### src/rtl/sop_pkg.sv
package sop_pkg;
  localparam int unsigned NUM_SGPR = 102;
  localparam logic [7:0] SEL_FS_LO = 8'd102;
  localparam logic [7:0] SEL_FS_HI = 8'd103;
  localparam logic [7:0] SEL_VCC   = 8'd106;
  localparam logic [7:0] SEL_EX_LO = 8'd126;
  localparam logic [7:0] SEL_EX_HI = 8'd127;
  localparam logic [7:0] SEL_C_MIN = 8'd240;
  localparam logic [7:0] SEL_C_INV = 8'd248;
  localparam logic [7:0] SEL_LIT   = 8'd255;

  typedef enum logic [2:0] {
    K_SGPR, K_EXLO, K_EXHI, K_CONST, K_LIT, K_BAD
  } src_kind_e;
endpackage

### src/rtl/sop_index_map.sv
module sop_index_map
  import sop_pkg::*;
#(
  parameter int unsigned IDX_W = 7
) (
  input  logic [7:0]       sel_i,
  input  logic [IDX_W-1:0] rsv_cnt_i,
  output src_kind_e        kind_o,
  output logic [IDX_W-1:0] addr0_o,
  output logic [IDX_W-1:0] addr1_o
);
  logic [IDX_W-1:0] base;

  always_comb begin
    base   = '0;
    kind_o = K_BAD;
    if (sel_i < 8'(NUM_SGPR)) begin
      kind_o = K_SGPR;
      base   = IDX_W'(sel_i);
    end else if (sel_i == SEL_VCC) begin
      kind_o = K_SGPR;
      base   = rsv_cnt_i - IDX_W'(2);
    end else if (sel_i == SEL_FS_HI) begin
      kind_o = K_SGPR;
      base   = rsv_cnt_i - IDX_W'(3);
    end else if (sel_i == SEL_FS_LO) begin
      kind_o = K_SGPR;
      base   = rsv_cnt_i - IDX_W'(4);
    end else if (sel_i == SEL_EX_LO) begin
      kind_o = K_EXLO;
    end else if (sel_i == SEL_EX_HI) begin
      kind_o = K_EXHI;
    end else if (sel_i >= SEL_C_MIN && sel_i <= SEL_C_INV) begin
      kind_o = K_CONST;
    end else if (sel_i == SEL_LIT) begin
      kind_o = K_LIT;
    end
  end

  assign addr0_o = base;
  assign addr1_o = base + IDX_W'(1);
endmodule

### src/rtl/sop_const_gen.sv
module sop_const_gen
  import sop_pkg::*;
(
  input  logic [7:0]  sel_i,
  input  logic        two_dw_i,
  output logic [63:0] val_o
);
  localparam logic [31:0] INV2PI_SP = 32'h3E22F983;
  localparam logic [63:0] INV2PI_DP = 64'h3FC45F306DC9C882;

  logic       neg;
  logic [1:0] pow;

  // selector bits 2:1 step the magnitude 0.5,1,2,4; bit 0 is the sign
  assign neg = sel_i[0];
  assign pow = sel_i[2:1];

  always_comb begin
    if (sel_i == SEL_C_INV)
      val_o = two_dw_i ? INV2PI_DP : {32'h0, INV2PI_SP};
    else if (two_dw_i)
      val_o = {neg, 11'd1022 + 11'(pow), 52'h0};
    else
      val_o = {32'h0, neg, 8'd126 + 8'(pow), 23'h0};
  end
endmodule

### src/rtl/sop_exec_mask.sv
module sop_exec_mask #(
  parameter logic [63:0] RST_VAL = '1
) (
  input  logic        clk_i,
  input  logic        rst_ni,
  input  logic [1:0]  we_i,
  input  logic [63:0] wdata_i,
  output logic [63:0] mask_o
);
  for (genvar h = 0; h < 2; h++) begin : g_half
    logic [31:0] q;
    always_ff @(posedge clk_i or negedge rst_ni) begin
      if (!rst_ni)     q <= RST_VAL[h*32 +: 32];
      else if (we_i[h]) q <= wdata_i[h*32 +: 32];
    end
    assign mask_o[h*32 +: 32] = q;

    p_half_hold_r5: assert property (@(posedge clk_i) disable iff (!rst_ni)
      !we_i[h] |=> mask_o[h*32 +: 32] == $past(mask_o[h*32 +: 32]));
  end
endmodule

### src/rtl/sop_resolver.sv
module sop_resolver
  import sop_pkg::*;
#(
  parameter int unsigned IDX_W    = 7,
  parameter logic [63:0] EXEC_RST = '1
) (
  input  logic             clk_i,
  input  logic             rst_ni,
  input  logic [7:0]       sel_i,
  input  logic             two_dw_i,
  input  logic [31:0]      lit_i,
  input  logic [IDX_W-1:0] rsv_cnt_i,
  input  logic             wr_en_i,
  input  logic [63:0]      wr_data_i,
  output logic [IDX_W-1:0] srf_addr0_o,
  output logic [IDX_W-1:0] srf_addr1_o,
  input  logic [31:0]      srf_rdata0_i,
  input  logic [31:0]      srf_rdata1_i,
  output logic [1:0]       srf_we_o,
  output logic [63:0]      srf_wdata_o,
  output logic [63:0]      data_o,
  output logic [63:0]      exec_o,
  output logic             err_o
);
  src_kind_e   kind;
  logic [63:0] cval;
  logic [63:0] raw;
  logic        width_bad;
  logic        wr_bad;
  logic        wr_ok;
  logic [1:0]  ex_we;
  logic [63:0] ex_wdata;

  sop_index_map #(.IDX_W(IDX_W)) u_map (
    .sel_i     (sel_i),
    .rsv_cnt_i (rsv_cnt_i),
    .kind_o    (kind),
    .addr0_o   (srf_addr0_o),
    .addr1_o   (srf_addr1_o)
  );

  sop_const_gen u_const (
    .sel_i    (sel_i),
    .two_dw_i (two_dw_i),
    .val_o    (cval)
  );

  assign width_bad = two_dw_i &&
    (sel_i == SEL_FS_LO || sel_i == SEL_EX_HI || sel_i == SEL_LIT);
  assign wr_bad    = wr_en_i && (kind == K_CONST || kind == K_LIT);
  assign err_o     = (kind == K_BAD) || width_bad || wr_bad;
  assign wr_ok     = wr_en_i && !err_o;

  always_comb begin
    unique case (kind)
      K_SGPR:  raw = {srf_rdata1_i, srf_rdata0_i};
      K_EXLO:  raw = exec_o;
      K_EXHI:  raw = {32'h0, exec_o[63:32]};
      K_CONST: raw = cval;
      K_LIT:   raw = {32'h0, lit_i};
      default: raw = '0;
    endcase
  end
  assign data_o = two_dw_i ? raw : {32'h0, raw[31:0]};

  assign srf_we_o    = (wr_ok && kind == K_SGPR) ? {two_dw_i, 1'b1} : 2'b00;
  assign srf_wdata_o = wr_data_i;

  assign ex_we[0]  = wr_ok && kind == K_EXLO;
  assign ex_we[1]  = wr_ok && ((kind == K_EXLO && two_dw_i) || kind == K_EXHI);
  assign ex_wdata  = (kind == K_EXHI) ? {wr_data_i[31:0], wr_data_i[31:0]}
                                      : wr_data_i;

  sop_exec_mask #(.RST_VAL(EXEC_RST)) u_exec (
    .clk_i   (clk_i),
    .rst_ni  (rst_ni),
    .we_i    (ex_we),
    .wdata_i (ex_wdata),
    .mask_o  (exec_o)
  );

  p_err_no_srf_we_r10: assert property (@(posedge clk_i) disable iff (!rst_ni)
    err_o |-> srf_we_o == 2'b00);
  p_err_mask_hold_r10: assert property (@(posedge clk_i) disable iff (!rst_ni)
    err_o |=> exec_o == $past(exec_o));
  p_hi_write_keeps_lo_r6: assert property (@(posedge clk_i) disable iff (!rst_ni)
    (wr_en_i && sel_i == SEL_EX_HI && !err_o)
      |=> exec_o[31:0] == $past(exec_o[31:0]));
  p_lo_narrow_keeps_hi_r5: assert property (@(posedge clk_i) disable iff (!rst_ni)
    (wr_en_i && sel_i == SEL_EX_LO && !two_dw_i)
      |=> exec_o[63:32] == $past(exec_o[63:32]));
  p_hi_wide_err_r4: assert property (@(posedge clk_i) disable iff (!rst_ni)
    (sel_i == SEL_EX_HI && two_dw_i) |-> err_o);
  p_we_order_r12: assert property (@(posedge clk_i) disable iff (!rst_ni)
    srf_we_o[1] |-> srf_we_o[0]);
endmodule

### config.mk
export PLATFORM = sky130hd
export DESIGN_NAME = sop_resolver
export DESIGN_NICKNAME = d
export VERILOG_FILES = /design/src/rtl/sop_pkg.sv /design/src/rtl/sop_index_map.sv /design/src/rtl/sop_const_gen.sv /design/src/rtl/sop_exec_mask.sv /design/src/rtl/sop_resolver.sv
export SDC_FILE = /design/constraint.sdc
export NUM_CORES = 1
export LEC_CHECK = 0
export BUFFER_PORTS_ARGS = -buffer_cell sky130_fd_sc_hd__clkbuf_2
export CORE_AREA = 3 3 150 152
export DETAILED_ROUTE_END_ITERATION = 10
export DIE_AREA = 0 0 153 155
export GPL_ROUTABILITY_DRIVEN = 0
export GPL_TIMING_DRIVEN = 0
export MAX_ROUTING_LAYER = met4
export PLACE_DENSITY = 0.72
export SYNTH_ARGS = -nofsm -noshare
export SYNTH_HDL_FRONTEND = slang
export SYNTH_HIERARCHICAL = 1
export SYNTH_SLANG_ARGS = --single-unit
export TNS_END_PERCENT = 5
### constraint.sdc
create_clock -name clk_i -period 4.7 [get_ports clk_i]
set_input_delay 0.47 -clock clk_i [delete_from_list [all_inputs] [get_ports clk_i]]
set_output_delay 0.47 -clock clk_i [all_outputs]
set_load 0.05 [all_outputs]
* Yosys cells after proc, flatten, opt, wreduce, memory -nomap -nowiden
Index checks and enable logic that the tools add are counted.
Storage, ports and cells: logic and storage cells 58, input port bits 179, bits in registers 64, output and inout bits 209
Cells by class: equality and inequality tests 12, add/subtract/negate cells 6, multiplexer cells 19, $lt $le $gt $ge 3, reductions and logical operators 16
Operator list (number):
- 64-bit one-hot mux with 5 select lines | 1
- 64-bit 2-to-1 mux | 4
- 62-bit 2-to-1 mux | 1
- 8-bit by 7-bit == test with 1-bit output, second input constant | 5
- 7-bit 2-to-1 mux | 4
- 3-bit 2-to-1 mux | 7
- 8-bit == test, second input constant | 2
- 7-bit by 2-bit subtractor with 7-bit output, second input constant | 2
- 10-bit by 2-bit adder with 11-bit output, first input constant | 1
- 7-bit by 2-bit adder with 8-bit output, first input constant | 1
- 8-bit greater-or-equal comparator, second input constant | 1
- 8-bit less-or-equal comparator, second input constant | 1
- 1-bit logical AND | 8
- 8-bit by 7-bit less-than comparator with 1-bit output, second input constant | 1
- 7-bit by 1-bit adder with 7-bit output, second input constant | 1
- 7-bit by 3-bit subtractor with 7-bit output, second input constant | 1
- 3-bit by 2-bit == test with 1-bit output, second input constant | 2
- 3-bit == test, second input constant | 2
- 1-bit logical OR | 6
- 3-bit by 1-bit == test with 1-bit output, second input constant | 1
- 3-bit logical NOT | 1
- 2-bit 2-to-1 mux | 1
- 1-bit logical NOT | 1
- 1-bit 2-to-1 mux | 1

* Longest topological paths before layout
Gate-level depths: netlist (run 1).
depth in word-level cells 17, depth in mapped cells 13, gate-level depth less buffers 8

* Hierarchy
Netlist (run 1), hierarchy kept.
By module, submodules not included:
- sop_resolver | instances 1, cells each 381, seq. area each 0.0 um2, area each 2931.6 um2
- sop_exec_mask | instances 1, cells each 136, seq. area each 1681.6 um2, area each 2770.2 um2
- sop_index_map | instances 1, cells each 107, seq. area each 0.0 um2, area each 812.0 um2
- sop_const_gen | instances 1, cells each 68, seq. area each 0.0 um2, area each 531.8 um2

* Least setup slack after synthesis (run 1)
No wires, ideal clock.
path type input to output, from input sel_i[2], to output srf_addr1_o[6], required time 4.230 ns, cell stages on the path 8, slack 0.604 ns, arrival time 3.626 ns, path buffers 1, cell sequence buf_4 nor3b_2 a22oi_1 o21ai_0 ha_1 nand2_2 nor4_2 xor2_1
Between the ends: word-level cells in the longest chain between the ends 6, elaborated cells on any way between the ends 9, those cells by class add/sub (1); order compare (1); eq/ne (3); mux (4)
RTL lines:
- start: declaration | RTL line sop_resolver.sv:9 | input logic [7:0] sel_i,
- 8-bit by 7-bit == test with 1-bit output | RTL line sop_index_map.sv:26 | end else if (sel_i == SEL_FS_LO) begin
- 7-bit 2-to-1 mux | RTL line sop_index_map.sv:26
- 7-bit 2-to-1 mux | RTL line sop_index_map.sv:23 | end else if (sel_i == SEL_FS_HI) begin
- 7-bit 2-to-1 mux | RTL line sop_index_map.sv:20 | end else if (sel_i == SEL_VCC) begin
- 7-bit 2-to-1 mux (*) | RTL line sop_index_map.sv:17 | if (sel_i < 8'(NUM_SGPR)) begin
- named net srf_addr0_o[1] | RTL line sop_resolver.sv:15 | output logic [IDX_W-1:0] srf_addr0_o,
- 7-bit by 1-bit adder with 7-bit output (*) | RTL line sop_index_map.sv:41 | assign addr1_o = base + IDX_W'(1);
- end: declaration | RTL line sop_resolver.sv:16 | output logic [IDX_W-1:0] srf_addr1_o,
The timed path passes the listed nets; every way through them passes the cells marked *.

* Final worst setup path (run 1)
from input sel_i[2], to output data_o[50]
Between the ends: word-level cells in the longest chain between the ends 12, elaborated cells on any way between the ends 27, those cells by class order compare (3); eq/ne (11); mux (11); reduce/logical (2)
RTL lines:
- 8-bit greater-or-equal comparator, or another cell as far along | RTL line sop_index_map.sv:33 | end else if (sel_i >= SEL_C_MIN && sel_i <= SEL_C_INV) begin
- 1-bit logical AND or 1-bit 2-to-1 mux (tied branches) | RTL line sop_index_map.sv:33, sop_index_map.sv:35
- 3-bit 2-to-1 mux | RTL line sop_index_map.sv:33
- 3-bit 2-to-1 mux | RTL line sop_index_map.sv:31 | end else if (sel_i == SEL_EX_HI) begin
- 3-bit 2-to-1 mux | RTL line sop_index_map.sv:29 | end else if (sel_i == SEL_EX_LO) begin
- 3-bit 2-to-1 mux | RTL line sop_index_map.sv:26
- 3-bit 2-to-1 mux | RTL line sop_index_map.sv:23
- 3-bit 2-to-1 mux | RTL line sop_index_map.sv:20
- 3-bit 2-to-1 mux (*) | RTL line sop_index_map.sv:17
- named net kind[0] | RTL line sop_resolver.sv:25 | src_kind_e kind;
- 3-bit == test, or another cell as far along | RTL line sop_resolver.sv:55 | unique case (kind)
- 64-bit one-hot mux with 5 select lines (*) | RTL line sop_resolver.sv:55
- 64-bit 2-to-1 mux (*) | RTL line sop_resolver.sv:64 | assign data_o = two_dw_i ? raw : {32'h0, raw[31:0]};
- end: declaration | RTL line sop_resolver.sv:21 | output logic [63:0] data_o,
Marks and branches as above.

==> out/metrics.cfg, run 1 <==
[cells_and_area]
regMostFlops=u_exec/g_half.q
areaGrowthSynthToFinish_pct=38.1
final_nets=1294
largest_reg_flops=64
drive_gt1_frac=0.671
fin_cells=1390
top_regs=u_exec/g_half.q (64)

[timing]
hold_violations=0
min_period_ns=4.23
grt_setup_unrepaired=no
worstMarginPinSlew_ns=1.12
fin_setup_tns_ns=0
fmax_mhz=236
drv_slew=0
finalCritPeriodShare=0.900
clock_skew_ns=0
relSlewSlack=0.253
setup_viol=0

[clock_network]
cts_tree=yes
cts_buffers=9
cts_resized=0
cts_setup_buffers=0
h-tree-depth=3
clk_path_buf_depth=2
clockRootBuffer=clkbuf_16
insertion_delay_ns=0.33
cts_hold_buffers=0
clk_pin_slew_ns=0.06
cts_sinks=64

[logic_synthesis]
yosys.area_share.adder=0.0107
netlist_instances=692
synth-edff-count=0
yosys.area_share.simple=0.117
synth_compound_area_frac=0.142
synth-main-ff-cell=dfstp_2
ys_seq_area_frac=0.239
yosys_warnings=6
synth_common_cells=buf_4 (120), dfstp_2 (64), mux2i_1 (63)
synth_top_area_cell=dfstp_2
async_flop_share=1.00
yosysMostFrequentCell=buf_4
synth_top_area_frac=0.239
synthMuxAreaShare=0.288
synth_xor_area_frac=0.0186
synth.ff_latch_count=64
netlist_area_um2=7050
synth_area_leaders=dfstp_2 (24%), mux2_4 (13%), buf_4 (13%)
ys_types=68
synth_top_family_by_area=multiplexers
postSynthAreaPerCell_um2=10.2

[power_and_ir_drop]
leakagePower_uw=0.00488
powerDensity_nw_per_um2=384
p_total_uw=3740
comb_power_share=0.541
p_clk_frac=0.189
p_int_uw=1910
swShare=0.488
switchingPower_uw=1820
max-vdd-ir-drop_v=0.000209
power_frac_seq=0.270

[placement]
port_buffers=386
placedCellCount=1373
dp_hpwl_um=23800

[outcome]
status=finished clean

[routing]
vias=7102
viasPerCell=5.11
routed_wl_um=30500
routedWlPerCell_um=21.9
drc=0
drtPass1Iterations=5
drtAntennaViolNets=0
drt-initial-drc-count=486

[global_routing]
grt_pass1_vias=7063
grt_max_degree=43
overflow=0
grt_pass1_wl_um=44100
grt_usage=0.253
antenna_found_initial=1

[job]
maxCapViolations=0

[setup_path]
cp.required_ns=4.23
end_kind=output pin
startpoint_type=input port
crit_fanout=13
critPathArrivalTime_ns=3.76
critPathKind=in2out

[floorplan]
core_area_um2=21200
rows=53
die_y_um=155
boundaryPins=388
die_x_um=153
dieArea_um2=23700
initial_core_util=0.333

[hold_path]
hold_path.class=in2async

## placed cells by master (no fill, tap or decap), types with 9 or more instances in the layout
cell type,instances
inv_1,13
o2bb2ai_1,33
or2_0,22
nand2_1,40
a221o_1,31
mux2i_1,63
buf_2,18
dfstp_2,64
mux2_2,41
mux2_4,61
a21oi_1,38
clkbuf_2,385
buf_4,120
clkbuf_16,9
nor2_1,9
clkbuf_1,14
xor2_1,9
conb_1,20
## cell type report
| cell class | instances | area [um^2] |
|---|---|---|
| Antenna cell | 1 | 2.50 |
| Buffer | 165 | 1250 |
| Clock buffer | 12 | 256 |
| Clock inverter | 4 | 52.6 |
| Fill cell | 2047 | 11400 |
| Inverter | 13 | 48.8 |
| Multi-Input combinational cell | 469 | 4140 |
| Sequential cell | 64 | 1680 |
| Tap cell | 275 | 344 |
| Timing Repair Buffer | 387 | 1950 |
## metrics by stage
step                      area, um^2  utilization  hold slack (ns)  setup WS [ns]
after floorplan                 7120            -            0.322          0.604
after global placement          9390        0.444            0.615          0.508
after detailed placement        9420        0.445            0.624          0.482
after CTS                       9720        0.460            0.343          0.480
after global routing            9730        0.460            0.372          0.272
final                           9730        0.460            0.341          0.469
## cells by family after synthesis
logic type | Yosys count
other | 1
xor gates and xnor gates | 15
DFF | 64
AOI/OAI and AO/OA | 129
adders and majority gates | 6
buffers and inverters | 178
and+or+nand+nor | 133
muxes | 166
## worst max-delay path, cell delays in order
cell,delay [ns]
clkbuf_2,0.25
a211oi_1,0.14
o21ai_0,0.38
o21ai_0,0.21
nor2_1,0.40
and2_0,0.18
clkbuf_1,0.47
clkbuf_1,0.55
nand2_1,0.11
a21oi_1,0.26
clkbuf_2,0.33
## power by group through the flow
stage	clock network [uW]	logic (uW)	registers, uW
final	704	2020	1010
after CTS	719	2030	1010
after global routing	745	2110	1030
after floorplan	0	989	1500
after detailed placement	0	2020	1010
after global placement	0	2000	1010
## path summary, 6_finish.rpt
| check | endpoint | cells past startpoint | from | slack [ns] |
|---|---|---|---|---|
| max | data_o[50] | 11 | sel_i[2] | 0.47 |
| min | u_exec/g_half[1].q[9] | 1 | rst_ni | 0.34 |
| max reg2reg | u_exec/g_half[1].q[28] | 1 | u_exec/g_half[1].q[28] | 3.88 |
| min reg2reg | u_exec/g_half[0].q[31] | 1 | u_exec/g_half[0].q[31] | 0.63 |
| max in group asynchronous | u_exec/g_half[1].q[26] | 2 | rst_ni | 4.01 |
| min in group clk_i | u_exec/g_half[0].q[25] | 2 | wr_data_i[25] | 0.40 |
## routing by layer
metal / track usage / vias up / routed length [um]
met3: 0.0337 / 48 / 1720
met4: 0.0861 / 0 / 916
met2: 0.426 / 372 / 15100
li1: - / 3224 / -
met5: - / - / 0
met1: 0.314 / 3458 / 12700
Power figures use the tool's default switching activity.
==> inputs of run 2 (changes only) <==
--- a/config.mk
+++ b/config.mk
@@ -5,6 +5,7 @@
 export SDC_FILE = /design/constraint.sdc
 export NUM_CORES = 1
 export LEC_CHECK = 0
+export ABC_AREA = 1
 export BUFFER_PORTS_ARGS = -buffer_cell sky130_fd_sc_hd__clkbuf_2
 export CORE_AREA = 3 3 150 152
 export DETAILED_ROUTE_END_ITERATION = 10
@@ -12,7 +13,7 @@
 export GPL_ROUTABILITY_DRIVEN = 0
 export GPL_TIMING_DRIVEN = 0
 export MAX_ROUTING_LAYER = met4
-export PLACE_DENSITY = 0.72
+export PLACE_DENSITY = 0.71
 export SYNTH_ARGS = -nofsm -noshare
 export SYNTH_HDL_FRONTEND = slang
 export SYNTH_HIERARCHICAL = 1
==> run 2 against run 1 <==
Hold slack got worse by 0.012 ns. Power fell by 1.5%. Clock skew unchanged. Synthesized cell count rose by 62%. Count of clock-buffer cells in the layout down 1. Combinational power down 4%. Register-to-register slack improved by 0.03 ns. Critical endpoint is now data_o[22].
==> out/metrics.cfg, run 2 <==
[cells_and_area]
areaGrowthSynthToFinish_pct=39.3
fin_cells=1820
mostFrequentLayoutCell=nand2_1
final_nets=1725
drive_gt1_frac=0.436
fin_util=0.449
layout_common_cells=nand2_1 (561), clkbuf_2 (385), buf_4 (117), inv_1 (73), dfstp_2 (64)
top_regs=u_exec/g_half.q (64)
regMostFlops=u_exec/g_half.q
largest_reg_flops=64
antenna_cells=0

[setup_path]
timing.rr.start=u_exec/g_half[1].q[12]
r2r_end=u_exec/g_half[1].q[12]
startpoint_type=input port
crit_path_end=data_o[22]
rrSetupSlack_ns=3.91
crit_family=simple AND/OR/NAND/NOR gates
cp_slowest_cell=clkbuf_1
worst_r2r_path_depth=2
critPathArrivalTime_ns=3.37
cp-startpoint=sel_i[7]
crit_fanout=10
critPathKind=in2out
worstPathCellList=clkbuf_2 -> inv_1 -> nand2_4 -> nor2_8 -> nand2_2 -> nand2_4 -> nand4_1 -> nor2_1 -> nand3_1 -> inv_2 -> clkbuf_1 -> nand2_1 -> nand4_1 -> clkbuf_2
cpPeakStageDelay_ns=0.69
cp.required_ns=4.23
timing.critical_path.buf_inv=5
cp.depth=14
end_kind=output pin

[timing]
grt_setup_unrepaired=no
worstMarginPinSlew_ns=0.872
fin_setup_tns_ns=0
setup_viol=0
clock_skew_ns=0
finalCritPeriodShare=0.816
fmax_mhz=261
min_period_ns=3.84
drv_slew=0
relSlewSlack=0.418
hold_violations=0

[logic_synthesis]
yosysMostFrequentCell=nand2_1
synth-edff-count=0
synth_common_cells=nand2_1 (561), buf_4 (117), inv_1 (73)
netlist_instances=1123
synth_area_leaders=nand2_1 (31%), dfstp_2 (25%), buf_4 (13%)
yosys_warnings=6
synth_top_area_frac=0.309
netlist_area_um2=6810
synth.ff_latch_count=64
ys_seq_area_frac=0.247
async_flop_share=1.00
postSynthAreaPerCell_um2=6.07
synth_top_area_cell=nand2_1
ys_types=37
synth-main-ff-cell=dfstp_2

[global_routing]
grt_pass1_wl_um=48000
antenna_found_initial=0
grt_max_degree=45
grt_usage=0.271
grt_pass1_vias=8285
overflow=0

[floorplan]
die_y_um=155
die_x_um=153
boundaryPins=388
rows=53
initial_core_util=0.322
dieArea_um2=23700
core_area_um2=21200

[power_and_ir_drop]
leakagePower_uw=0.00563
powerDensity_nw_per_um2=388
max-vdd-ir-drop_v=0.000216

[outcome]
status=finished clean

[clock_network]
cts_hold_buffers=0
cts_setup_buffers=0
clockRootBuffer=clkbuf_16
cts_tree=yes
h-tree-depth=3
cts_buffers=9
clk_path_buf_depth=2
cts_resized=0
insertion_delay_ns=0.34
cts_sinks=64
clk_pin_slew_ns=0.06

[hold_path]
hold_path.class=in2reg

[routing]
drc=0
routedWlPerCell_um=17.9
viasPerCell=4.70
vias=8546
drtPass1Iterations=5
routed_wl_um=32600
drtAntennaViolNets=0
drt-initial-drc-count=682

[placement]
placedCellCount=1804
dp_hpwl_um=25900
port_buffers=386

[job]
maxCapViolations=0

run 2: worst min-delay path: cells and delay by family:
family,cells,cell delay (ns)
buffers and inverters,1,0.10
AND/OR/NAND/NOR,2,0.10
run 2: power breakdown:
group,switching [uW],internal (uW)
clock,276,425
sequential,198,841
combinational,1490,455
total,1960,1720
run 2: layer usage:
layer	vias to the layer above	wire length, um	track usage
met2	407	15900	0.455
li1	4192	-	-
met3	59	2210	0.0409
met4	0	995	0.0993
met5	-	0	-
met1	3888	13500	0.334
run 2: how the worst min path moves through the flow:
| stage | startpoint | end | depth (start not counted) | slack, ns |
|---|---|---|---|---|
| after global routing | wr_data_i[7] | u_exec/g_half[0].q[7] | 3 | 0.34 |
| after floorplan | rst_ni | u_exec/g_half[0].q[0] | 0 | 0.32 |
| final | wr_data_i[15] | u_exec/g_half[0].q[15] | 3 | 0.33 |
| after global placement | u_exec/g_half[0].q[23] | u_exec/g_half[0].q[23] | 2 | 0.46 |
| after detailed placement | u_exec/g_half[0].q[23] | u_exec/g_half[0].q[23] | 2 | 0.46 |
| after CTS | wr_data_i[15] | u_exec/g_half[0].q[15] | 3 | 0.32 |
run 2: final cells by class:
class,instances,area [um^2]
tap,275,344
buffer,164,1190
sequential,64,1680
clock buffer,11,243
timing repair buffer,387,1960
clock inverter,5,56.3
inverter,84,333
multi-input combinational,830,3680
fill,2253,11700
run 2: kinds of logic (layout without fill, tap and decap cells):
family,after synthesis,count (layout),share of synthesized area
AO/OA/AOI/OAI,95,95,0.0817
XOR/XNOR,3,3,0.00386
adder cells (fa/ha/maj),6,6,0.0110
buffers and inverters,248,651,0.224
flip-flops,64,64,0.247
other,1,20,0.000550
AND/OR/NAND/NOR,706,706,0.433
run 2: per-stage QoR:
stage	hold WS [ns]	cell area [um^2]	worst slack, ns	total power, uW
after floorplan	0.322	6880	1.19	2410
after global placement	0.457	9160	0.933	2970
after detailed placement	0.459	9190	0.858	2990
after CTS	0.319	9490	0.851	3700
after global routing	0.340	9490	0.577	3850
final	0.329	9490	0.865	3680
==> inputs of run 3 (changes only) <==
--- a/config.mk
+++ b/config.mk
@@ -7,13 +7,14 @@
 export LEC_CHECK = 0
 export ABC_AREA = 1
 export BUFFER_PORTS_ARGS = -buffer_cell sky130_fd_sc_hd__clkbuf_2
-export CORE_AREA = 3 3 150 152
+export CORE_ASPECT_RATIO = 0.5
+export CORE_MARGIN = 3
+export CORE_UTILIZATION = 41
 export DETAILED_ROUTE_END_ITERATION = 10
-export DIE_AREA = 0 0 153 155
 export GPL_ROUTABILITY_DRIVEN = 0
 export GPL_TIMING_DRIVEN = 0
 export MAX_ROUTING_LAYER = met4
-export PLACE_DENSITY = 0.71
+export PLACE_DENSITY = 0.88
 export SYNTH_ARGS = -nofsm -noshare
 export SYNTH_HDL_FRONTEND = slang
 export SYNTH_HIERARCHICAL = 1
==> constraint.sdc (replaced) <==
create_clock -name clk_i -period 3.1 [get_ports clk_i]
set_input_delay 0.31 -clock clk_i [delete_from_list [all_inputs] [get_ports clk_i]]
set_output_delay 0.31 -clock clk_i [all_outputs]
set_load 0.05 [all_outputs]
==> run 3 against run 2 <==
Combinational power rose by 53%. Clock skew did not move. Design area rose by 1.7%. Wire length fell by 9.2%. Via count rose by 3.5%. Count of clock-buffer cells in the layout did not move. Largest cell class unchanged. Largest power group unchanged.
==> out/metrics.cfg, run 3 (same netlist as run 2, synthesis figures left out) <==
[outcome]
status=finished clean

[routing]
drtAntennaViolNets=0
drtPass1Iterations=5
viasPerCell=4.99
vias=8849
drc=0
drt-initial-drc-count=907
routedWlPerCell_um=16.7
routed_wl_um=29600

[cells_and_area]
top_regs=u_exec/g_half.q (64)
drive_gt1_frac=0.449
largest_reg_flops=64
regMostFlops=u_exec/g_half.q
antenna_cells=0
mostFrequentLayoutCell=nand2_1
areaGrowthSynthToFinish_pct=41.7
fin_cells=1775
fillers=1487
layout_common_cells=nand2_1 (561), clkbuf_2 (352), buf_4 (132), inv_1 (73), dfstp_2 (64)
final_nets=1734

[timing]
setup_ws_ns=0.104
hold_violations=0
setup_viol=0
fmax_mhz=334
relSlewSlack=0.482
worstMarginPinSlew_ns=0.776
grt_setup_unrepaired=yes
drv_slew=0
clock_skew_ns=0
finalCritPeriodShare=0.966
min_period_ns=3.00

[hold_path]
hold_path.class=in2reg
min_from=wr_data_i[18]
min_to=u_exec/g_half[0].q[18]
min_path_cells=3

[power_and_ir_drop]
leakagePower_uw=0.00573
powerDensity_nw_per_um2=585
max-vdd-ir-drop_v=0.000341

[global_routing]
overflow=0
grt_pass1_vias=7816
grt_max_degree=61
antenna_found_initial=0
grt_pass1_wl_um=44000
grt_usage=0.313

[setup_path]
end_kind=output pin
critPathKind=in2out
critPathArrivalTime_ns=2.69
r2r_end=u_exec/g_half[0].q[12]
worst_r2r_path_depth=2
cp.required_ns=2.79
crit_fanout=10
timing.rr.start=u_exec/g_half[0].q[12]
rrSetupSlack_ns=2.32
startpoint_type=input port

[placement]
port_buffers=386
dp_worst_setup_slack_ns=-0.354
dp_hpwl_um=23300
placedCellCount=1750

[clock_network]
h-tree-depth=3
clk_path_buf_depth=2
cts_tree=yes
cts_sinks=64
insertion_delay_ns=0.32
cts_buffers=9
clk_pin_slew_ns=0.06
clockRootBuffer=clkbuf_16

[floorplan]
die_x_um=188
core_area_um2=15800
rows=32
boundaryPins=388
die_y_um=97.2
initial_core_util=0.431
dieArea_um2=18300

[job]
maxCapViolations=0

## run 3: cell types whose count changed in the layout (fill, tap and decap cells not counted), sizes merged
cell         previous run  this run
buf                   147       178
bufinv                  1         2
clkbuf                415       392
clkinv                  4         2
clkinvlp                1         2
dlygate4sd3             0         1
## run 3: timing repair
item                                    in CTS  in global routing
hold buffers                                 1                  0
gates resized for setup                     15                 76
endpoints found under the setup margin      62                 64
endpoints found under the hold margin        4                  0
buffers inserted                             4                  4
pin swaps                                    1                  4
## run 3: cell type report
class | count | area, um^2 | share of cell area
clock buffers | 11 | 243 | 0.0251
flip-flops and latches | 64 | 1680 | 0.174
well taps | 221 | 277 | 0.0286
clock inverters | 5 | 80.1 | 0.00830
multi-input cells | 830 | 3720 | 0.386
repair buffers | 396 | 2090 | 0.216
inverters | 84 | 338 | 0.0350
plain buffers | 164 | 1220 | 0.127
## run 3: critical path: stages
cell and delay, ns:
clkbuf_2 0.16, inv_1 0.15, nand2_2 0.09, nor2_2 0.19, nand2_4 0.11, nand4_1 0.10
buf_4 0.14, nor3_4 0.05, inv_1 0.15, nand3_1 0.15, inv_4 0.16, buf_2 0.27
nand2_1 0.20, nand4_1 0.16, buf_2 0.28
## run 3: how the worst max path moves through the flow
| stage | start | to | slack (ns) | cells after the start |
|---|---|---|---|---|
| finish | sel_i[0] | data_o[13] | 0.10 | 15 |
| global route | sel_i[1] | data_o[13] | -0.04 | 14 |
| CTS | sel_i[7] | data_o[55] | -0.08 | 14 |
| detailed placement | sel_i[7] | data_o[25] | -0.35 | 14 |
| global placement | sel_i[7] | data_o[25] | -0.34 | 14 |
| floorplan | sel_i[7] | srf_addr1_o[4] | 0.12 | 12 |
## run 3: metal layers
layer | share of wire | global-route usage | vias up | routed length, um
met2 | 0.46 | 0.496 | 566 | 13600
li1 | - | - | 4203 | -
met1 | 0.40 | 0.415 | 4011 | 11700
met5 | 0 | - | - | 0
met4 | 0.022 | 0.0703 | 0 | 644
met3 | 0.12 | 0.0638 | 69 | 3570
## run 3: power breakdown
| group | switching, uW | internal [uW] |
|---|---|---|
| sequential | 287 | 1270 |
| combinational | 2250 | 716 |
| clock | 386 | 725 |
| total | 2930 | 2720 |
## run 3: stage by stage
step	utilization	power, uW	area [um^2]	hold slack, ns	setup TNS [ns]
2_1_floorplan	-	3660	6890	0.162	0
3_3_place_gp	0.575	4440	9100	0.455	-10.00
3_5_place_dp	0.577	4480	9130	0.344	-12.79
4_1_cts	0.602	5610	9520	0.180	-0.205
5_1_grt	0.610	5880	9650	0.191	-0.194
6_report	0.610	5640	9650	0.194	0
